===== src/rtl/uart_mp_pkg.sv =====
package uart_mp_pkg;

  localparam int OVS = 16;

  typedef enum logic [1:0] {
    XB_NONE   = 2'd0,
    XB_PARITY = 2'd1,
    XB_MPFLAG = 2'd2,
    XB_NONE2  = 2'd3
  } xbit_e;

  typedef enum logic [2:0] {
    FS_IDLE,
    FS_START,
    FS_DATA,
    FS_XBIT,
    FS_STOP
  } fsm_e;

  function automatic logic par_calc(input logic [7:0] d, input logic len7, input logic odd);
    logic [7:0] m;
    m = len7 ? {1'b0, d[6:0]} : d;
    return (^m) ^ odd;
  endfunction

  function automatic logic has_xbit(input logic [1:0] mode);
    return (mode == XB_PARITY) || (mode == XB_MPFLAG);
  endfunction

endpackage


===== src/rtl/uart_tick_gen.sv =====
module uart_tick_gen #(
  parameter int BAUD_DIV = 4,
  parameter int OVS      = 16
) (
  input  logic clk,
  input  logic rst_n,
  input  logic use_ext,
  input  logic ext_clk16,
  output logic tick16,
  output logic bclk_out
);
  localparam int DW = (BAUD_DIV > 1) ? $clog2(BAUD_DIV) : 1;
  localparam int OW = $clog2(OVS);

  logic [DW-1:0] dcnt;
  logic [2:0]    esync;
  logic [OW-1:0] ocnt;
  logic          int_tick;
  logic          ext_tick;

  assign int_tick = (dcnt == DW'(BAUD_DIV - 1));
  assign ext_tick = esync[1] & ~esync[2];
  assign tick16   = use_ext ? ext_tick : int_tick;

  always_ff @(posedge clk or negedge rst_n) begin
    if (!rst_n) begin
      dcnt     <= '0;
      esync    <= '0;
      ocnt     <= '0;
      bclk_out <= 1'b0;
    end else begin
      dcnt     <= int_tick ? '0 : dcnt + 1'b1;
      esync    <= {esync[1:0], ext_clk16};
      if (tick16) ocnt <= ocnt + 1'b1;
      bclk_out <= !use_ext && (ocnt < OW'(OVS / 2));
    end
  end

  assert_bclk_low_ext_R13: assert property (@(posedge clk) disable iff (!rst_n)
    use_ext |=> !bclk_out);

endmodule


===== src/rtl/uart_tx.sv =====
module uart_tx
  import uart_mp_pkg::*;
#(
  parameter int OVS = 16
) (
  input  logic       clk,
  input  logic       rst_n,
  input  logic       tick16,
  input  logic       len7,
  input  logic [1:0] xmode,
  input  logic       par_odd,
  input  logic       stop2,
  input  logic [7:0] tx_data,
  input  logic       tx_mpb,
  input  logic       tx_valid,
  output logic       tx_ready,
  output logic       txd
);
  localparam int CW = $clog2(OVS);

  fsm_e          state;
  logic [7:0]    sh;
  logic          xb;
  logic [CW-1:0] tcnt;
  logic [2:0]    bidx;
  logic          stop_idx;
  logic          bit_end;
  logic          accept;

  assign bit_end  = tick16 && (tcnt == CW'(OVS - 1));
  assign tx_ready = (state == FS_IDLE) ||
                    (state == FS_STOP && bit_end && (stop_idx == stop2));
  assign accept   = tx_valid && tx_ready;

  always_ff @(posedge clk or negedge rst_n) begin
    if (!rst_n) begin
      state    <= FS_IDLE;
      sh       <= '0;
      xb       <= 1'b0;
      tcnt     <= '0;
      bidx     <= '0;
      stop_idx <= 1'b0;
      txd      <= 1'b1;
    end else if (accept) begin
      sh    <= tx_data;
      xb    <= (xmode == XB_PARITY) ? par_calc(tx_data, len7, par_odd) : tx_mpb;
      state <= FS_START;
      tcnt  <= '0;
      txd   <= 1'b0;
    end else begin
      if (tick16 && state != FS_IDLE) tcnt <= tcnt + 1'b1;
      case (state)
        FS_IDLE: txd <= 1'b1;
        FS_START: if (bit_end) begin
          state <= FS_DATA;
          bidx  <= '0;
          txd   <= sh[0];
          sh    <= sh >> 1;
        end
        FS_DATA: if (bit_end) begin
          if (bidx == (len7 ? 3'd6 : 3'd7)) begin
            if (has_xbit(xmode)) begin
              state <= FS_XBIT;
              txd   <= xb;
            end else begin
              state    <= FS_STOP;
              stop_idx <= 1'b0;
              txd      <= 1'b1;
            end
          end else begin
            bidx <= bidx + 1'b1;
            txd  <= sh[0];
            sh   <= sh >> 1;
          end
        end
        FS_XBIT: if (bit_end) begin
          state    <= FS_STOP;
          stop_idx <= 1'b0;
          txd      <= 1'b1;
        end
        FS_STOP: if (bit_end) begin
          if (stop_idx == stop2) state <= FS_IDLE;
          else                   stop_idx <= 1'b1;
        end
        default: state <= FS_IDLE;
      endcase
    end
  end

  assert_txd_idle_R1: assert property (@(posedge clk) disable iff (!rst_n)
    (state == FS_IDLE) |-> txd);

  assert_tx_paced_R2: assert property (@(posedge clk) disable iff (!rst_n)
    (state != FS_IDLE && !tick16 && !accept) |=> $stable(tcnt) && $stable(txd));

endmodule


===== src/rtl/uart_rx.sv =====
module uart_rx
  import uart_mp_pkg::*;
#(
  parameter int OVS = 16
) (
  input  logic       clk,
  input  logic       rst_n,
  input  logic       tick16,
  input  logic       rxd,
  input  logic       len7,
  input  logic [1:0] xmode,
  input  logic       par_odd,
  input  logic       rx_ready,
  input  logic       sts_clr,
  output logic [7:0] rx_data,
  output logic       rx_mpb,
  output logic       rx_valid,
  output logic       sts_fer,
  output logic       sts_per,
  output logic       sts_ore,
  output logic       sts_brk
);
  localparam int CW = $clog2(OVS);

  logic [1:0]    rsync;
  logic          rs;
  fsm_e          state;
  logic [CW-1:0] tcnt;
  logic [2:0]    bidx;
  logic [7:0]    sh;
  logic          xbit;
  logic          samp;
  logic          done;
  logic [7:0]    dfin;
  logic          set_fer, set_per, set_brk, set_ore;
  logic          blocked;

  assign rs      = rsync[1];
  assign samp    = tick16 && (tcnt == CW'(OVS - 1));
  assign done    = (state == FS_STOP) && samp;
  assign dfin    = len7 ? {1'b0, sh[7:1]} : sh;
  assign blocked = rx_valid && !rx_ready;
  assign set_fer = done && !rs;
  assign set_per = done && (xmode == XB_PARITY) && (xbit != par_calc(dfin, len7, par_odd));
  assign set_brk = set_fer && (dfin == 8'h00) && (!has_xbit(xmode) || !xbit);
  assign set_ore = done && blocked;

  always_ff @(posedge clk or negedge rst_n) begin
    if (!rst_n) begin
      rsync <= 2'b11;
      state <= FS_IDLE;
      tcnt  <= '0;
      bidx  <= '0;
      sh    <= '0;
      xbit  <= 1'b0;
    end else begin
      rsync <= {rsync[0], rxd};
      case (state)
        FS_IDLE: if (tick16 && !rs) begin
          state <= FS_START;
          tcnt  <= '0;
        end
        FS_START: if (tick16) begin
          if (tcnt == CW'(OVS / 2 - 1)) begin
            tcnt <= '0;
            bidx <= '0;
            state <= rs ? FS_IDLE : FS_DATA;
          end else tcnt <= tcnt + 1'b1;
        end
        FS_DATA: if (tick16) begin
          tcnt <= tcnt + 1'b1;
          if (samp) begin
            sh <= {rs, sh[7:1]};
            if (bidx == (len7 ? 3'd6 : 3'd7))
              state <= has_xbit(xmode) ? FS_XBIT : FS_STOP;
            else bidx <= bidx + 1'b1;
          end
        end
        FS_XBIT: if (tick16) begin
          tcnt <= tcnt + 1'b1;
          if (samp) begin
            xbit  <= rs;
            state <= FS_STOP;
          end
        end
        FS_STOP: if (tick16) begin
          tcnt <= tcnt + 1'b1;
          if (samp) state <= FS_IDLE;
        end
        default: state <= FS_IDLE;
      endcase
    end
  end

  always_ff @(posedge clk or negedge rst_n) begin
    if (!rst_n) begin
      rx_data  <= '0;
      rx_mpb   <= 1'b0;
      rx_valid <= 1'b0;
      sts_fer  <= 1'b0;
      sts_per  <= 1'b0;
      sts_ore  <= 1'b0;
      sts_brk  <= 1'b0;
    end else begin
      sts_fer <= (sts_fer && !sts_clr) || set_fer;
      sts_per <= (sts_per && !sts_clr) || set_per;
      sts_ore <= (sts_ore && !sts_clr) || set_ore;
      sts_brk <= (sts_brk && !sts_clr) || set_brk;
      if (done && !blocked) begin
        rx_data  <= dfin;
        rx_mpb   <= (xmode == XB_MPFLAG) && xbit;
        rx_valid <= 1'b1;
      end else if (rx_valid && rx_ready) begin
        rx_valid <= 1'b0;
      end
    end
  end

  assert_rx_hold_R14: assert property (@(posedge clk) disable iff (!rst_n)
    blocked |=> rx_valid && $stable(rx_data));

  assert_ore_sticky_R11: assert property (@(posedge clk) disable iff (!rst_n)
    (sts_ore && !sts_clr) |=> sts_ore);

  assert_brk_with_fer_R10: assert property (@(posedge clk) disable iff (!rst_n)
    $rose(sts_brk) |-> sts_fer);

  assert_rx7_msb_R7: assert property (@(posedge clk) disable iff (!rst_n)
    (done && len7 && !blocked) |=> (rx_data[7] == 1'b0));

endmodule


===== src/rtl/uart_mp_xcvr.sv =====
module uart_mp_xcvr
  import uart_mp_pkg::*;
#(
  parameter int BAUD_DIV = 4
) (
  input  logic       clk,
  input  logic       rst_n,
  input  logic       cfg_len7,
  input  logic [1:0] cfg_xbit,
  input  logic       cfg_par_odd,
  input  logic       cfg_stop2,
  input  logic       cfg_ext_clk,
  input  logic       ext_clk16,
  output logic       bclk_out,
  input  logic [7:0] tx_data,
  input  logic       tx_mpb,
  input  logic       tx_valid,
  output logic       tx_ready,
  output logic [7:0] rx_data,
  output logic       rx_mpb,
  output logic       rx_valid,
  input  logic       rx_ready,
  input  logic       sts_clr,
  output logic       sts_fer,
  output logic       sts_per,
  output logic       sts_ore,
  output logic       sts_brk,
  output logic       txd,
  input  logic       rxd
);
  logic tick16;

  uart_tick_gen #(.BAUD_DIV(BAUD_DIV), .OVS(OVS)) u_tick (
    .clk(clk), .rst_n(rst_n), .use_ext(cfg_ext_clk), .ext_clk16(ext_clk16),
    .tick16(tick16), .bclk_out(bclk_out)
  );

  uart_tx #(.OVS(OVS)) u_tx (
    .clk(clk), .rst_n(rst_n), .tick16(tick16), .len7(cfg_len7), .xmode(cfg_xbit),
    .par_odd(cfg_par_odd), .stop2(cfg_stop2), .tx_data(tx_data), .tx_mpb(tx_mpb),
    .tx_valid(tx_valid), .tx_ready(tx_ready), .txd(txd)
  );

  uart_rx #(.OVS(OVS)) u_rx (
    .clk(clk), .rst_n(rst_n), .tick16(tick16), .rxd(rxd), .len7(cfg_len7),
    .xmode(cfg_xbit), .par_odd(cfg_par_odd), .rx_ready(rx_ready), .sts_clr(sts_clr),
    .rx_data(rx_data), .rx_mpb(rx_mpb), .rx_valid(rx_valid), .sts_fer(sts_fer),
    .sts_per(sts_per), .sts_ore(sts_ore), .sts_brk(sts_brk)
  );

endmodule


===== config.mk =====
export PLATFORM = sky130hd
export DESIGN_NAME = uart_mp_xcvr
export DESIGN_NICKNAME = d
export VERILOG_FILES = /design/src/rtl/uart_mp_pkg.sv /design/src/rtl/uart_tick_gen.sv /design/src/rtl/uart_tx.sv /design/src/rtl/uart_rx.sv /design/src/rtl/uart_mp_xcvr.sv
export SDC_FILE = /design/constraint.sdc
export NUM_CORES = 1
export LEC_CHECK = 0
export ABC_AREA = 0
export BUFFER_PORTS_ARGS = -buffer_cell sky130_fd_sc_hd__clkbuf_2
export CORE_MARGIN = 4
export CORE_UTILIZATION = 55
export DETAILED_ROUTE_END_ITERATION = 10
export PLACE_DENSITY_LB_ADDON = 0.2
export SETUP_SLACK_MARGIN = 0.2
export SLEW_MARGIN = 20
export SYNTH_ARGS = -nofsm -noshare
export SYNTH_HDL_FRONTEND = slang
export SYNTH_SLANG_ARGS = --single-unit

===== constraint.sdc =====
create_clock -name clk -period 3.6 [get_ports clk]
set_input_delay 0.54 -clock clk [delete_from_list [all_inputs] [get_ports clk]]
set_output_delay 0.54 -clock clk [all_outputs]
set_load 0.02 [all_outputs]

==> impl_metrics.csv <==
group,metric,value,unit
worst_setup_path,worstSetupPathDepth,5,
drt,detail_route.wl_per_cell,15.0,µm
final_layout,drive_gt1_frac,0.216,
synth,netlist_area,3320,µm²
worst_setup_path,crit_family,"compound AO/OA/AOI/OAI gates",
timing,rsz0062_at_grt,"false",
floorplan,dieArea,7340,µm²
final_layout,final_cell_mix,"dfrtp_1, clkbuf_2, nand2_1",
clock_tree,cts_setup_buffers,0,
worst_setup_path,critPathRequiredTime,3.06,ns
timing,worst_pin_slew,0.636,ns
timing,fmax,446,MHz
timing,fin_crit_sh,0.622,
pwr,peakVddDrop,0.000346,V
floorplan,num_rows,28,
final_layout,diodes,0,
worst_setup_path,crit_buf_inv,1,
pwr,powerDensity,619,nW/µm²
timing,whs,0.210,ns
synth,synth_top_area_share,0.475,
timing,finalCriticalPeriod,2.24,ns
drt,met3WireLength,309,µm
final_layout,nets,393,
clock_tree,cts_buffer_depth,2,
clock_tree,path_clk_slew,0.08,ns
worst_setup_path,max_stage_delay,0.40,ns
timing,setup_viol,0,
floorplan,pin_count,39,
drt,first_pass_iters,4,
drt,avgViaCountPerCell,5.68,
drt,drt_iter0_markers,103,
worst_setup_path,crit_end,"tx_ready",
drt,met1_length,3110,µm
timing,fin_worst_skew,0.00936,ns
floorplan,fp.dieW,85.6,µm
floorplan,start_util,0.563,
worst_setup_path,cp_max_fo,3,
synth,async_flop_share,1.00,
clock_tree,cts_num_sinks,66,
worst_setup_path,critPathSlowestCell,"dfrtp_1",
worst_setup_path,reg2reg_to,"u_rx.bidx[0]$_DFFE_PN0P_",
clock_tree,clk_latency,0.34,ns
flow_run,cap_violations,0,
worst_setup_path,startpoint_type,"flop",
drt,highest_layer,"met4",
drt,ant_nets,0,
timing,relSlewSlack,0.572,
synth,synth_top_area_cell,"dfrtp_1",
worst_setup_path,cp_data_arrival_time,1.70,ns
worst_setup_path,ff2ff_path_depth,5,
clock_tree,cts_buffers,9,
pwr,power.total,2.35,mW
worst_setup_path,cp_cell_sequence,"ha_1 > nand3_1 > a211o_1 > a21oi_1 > clkbuf_2",
synth,synth_seq_area_share,0.499,
drt,drcViolationCount,0,
timing,setup_ws,1.36,ns
worst_setup_path,cp-end-kind,"primary output",
timing,tns,0,ns
global_routing,track_usage,0.196,
drt,dr_total_vias,2501,
drt,wl_met2,3060,µm
worst_setup_path,reg2reg_slack,1.50,ns
outcome,outcome,"completed",
clock_tree,ctsResizeCount,0,
place,hpwl,4780,µm
synth,ys_ff_latch,66,
synth,syn_inst,316,
worst_setup_path,crit_type,"reg -> out",
synth,synth_nets,349,
synth,synthDistinctLibCells,53,
floorplan,dieHeight,85.6,µm
drt,wirelength,6610,µm
clock_tree,htreeDepth,3,
pwr,p_leak,1.79,nW
clock_tree,tritoncts,"done",
synth,synth_edf_count,0,
global_routing,grt_pass1_vias,2474,
place,place.port_buffers,38,
place,gp_congestion,0.800,
synth,avgSynthCellArea,10.5,µm²
timing,finalHoldViolCount,0,
place,dp_slack,1.11,ns
synth,yosys_warnings,0,
synth,synth_flop_cell,"dfrtp_1",
worst_hold_path,holdCritPathClass,"in -> async",
clock_tree,cts-root-buf,"clkbuf_8",
global_routing,grt_pass1_wl,11400,µm
global_routing,grt_max_degree,50,
final_layout,final_common_cell,"dfrtp_1",
synth,synthTopCellsByArea,"dfrtp_1, ha_1, xnor2_1",
worst_setup_path,crit_start,"u_tx.tcnt[0]$_DFFE_PN0P_",
final_layout,syn_to_final_growth,14.3,%
global_routing,antenna_found_initial,0,
floorplan,core,5890,µm²
global_routing,overflow,0,
clock_tree,cts_hold_buf,0,
timing,drv_slew,0,
worst_setup_path,r2r-start,"u_rx.state[0]$_DFFE_PN0P_",
==> registers in the layout, summed over array words and instances, names as in the netlist, 4 cells and up <==
signal,count
u_rx.rx_data,8
u_rx.sh,8
u_rx.tcnt,4
u_tick.ocnt,4
u_tx.sh,8
u_tx.tcnt,4
==> layout make-up <==
class	count	area, µm²
Inverter	14	52.6
Multi-Input combinational cell	227	1560
Timing Repair Buffer	42	223
Sequential cell	66	1660
Clock inverter	6	66.3
Tap cell	75	93.8
Clock buffer	10	138
Fill cell	497	2100
==> layer usage <==
| metal | vias to the layer above | GRT usage |
|---|---|---|
| li1 | 1214 | - |
| met1 | 1213 | 0.270 |
| met2 | 56 | 0.302 |
| met3 | 18 | 0.0548 |
| met4 | 0 | 0.0662 |
| met5 | - | 0 |
==> power breakdown <==
part | leakage (nW) | internal, mW | switching, mW
clock | 0.0945 | 0.338 | 0.293
sequential | 0.830 | 0.911 | 0.173
combinational | 0.869 | 0.293 | 0.337
total | 1.79 | 1.54 | 0.804
==> how the worst min path moves through the flow <==
stage	from	end	slack, ns
floorplan	rst_n	u_rx.bidx[0]$_DFFE_PN0P_	0.24
global placement	u_tick.esync[0]$_DFF_PN0_	u_tick.esync[1]$_DFF_PN0_	0.34
detailed placement	u_tick.esync[0]$_DFF_PN0_	u_tick.esync[1]$_DFF_PN0_	0.34
CTS	rxd	u_rx.rsync[0]$_DFF_PN1_	0.27
global route	rst_n	u_rx.tcnt[2]$_DFFE_PN0P_	0.25
finish	rst_n	u_rx.tcnt[2]$_DFFE_PN0P_	0.21
==> stage by stage <==
step / std cells / utilization / area (µm²)
6_report: 440 / 0.644 / 3790
3_5_place_dp: 424 / 0.609 / 3580
3_3_place_gp: 424 / 0.609 / 3580
2_1_floorplan: 316 / - / 3320
5_1_grt: 440 / 0.644 / 3790
4_1_cts: 440 / 0.643 / 3790
==> kinds of logic after synthesis <==
kind of cell               Yosys count  synth area share
and+or+nand+nor                     99             0.150
AOI/OAI and AO/OA                   76             0.157
DFF                                 66             0.499
xor gates and xnor gates            23            0.0649
buffers and inverters               23            0.0298
muxes                               18            0.0577
adders and majority gates           11            0.0415
==> synth_stat cells, drive strengths merged, types with 4 or more instances <==
cell type / number
ha: 11
o22ai: 5
nand2: 27
mux2: 9
nor2b: 5
nor2: 25
nand2b: 12
a21oi: 17
xor2: 7
dfrtp: 63
nand3b: 4
nand3: 10
a21o: 7
xnor2: 15
a22o: 6
buf: 7
inv: 14
mux2i: 9
o21ai: 20
(Power assumes the default switching activity.)
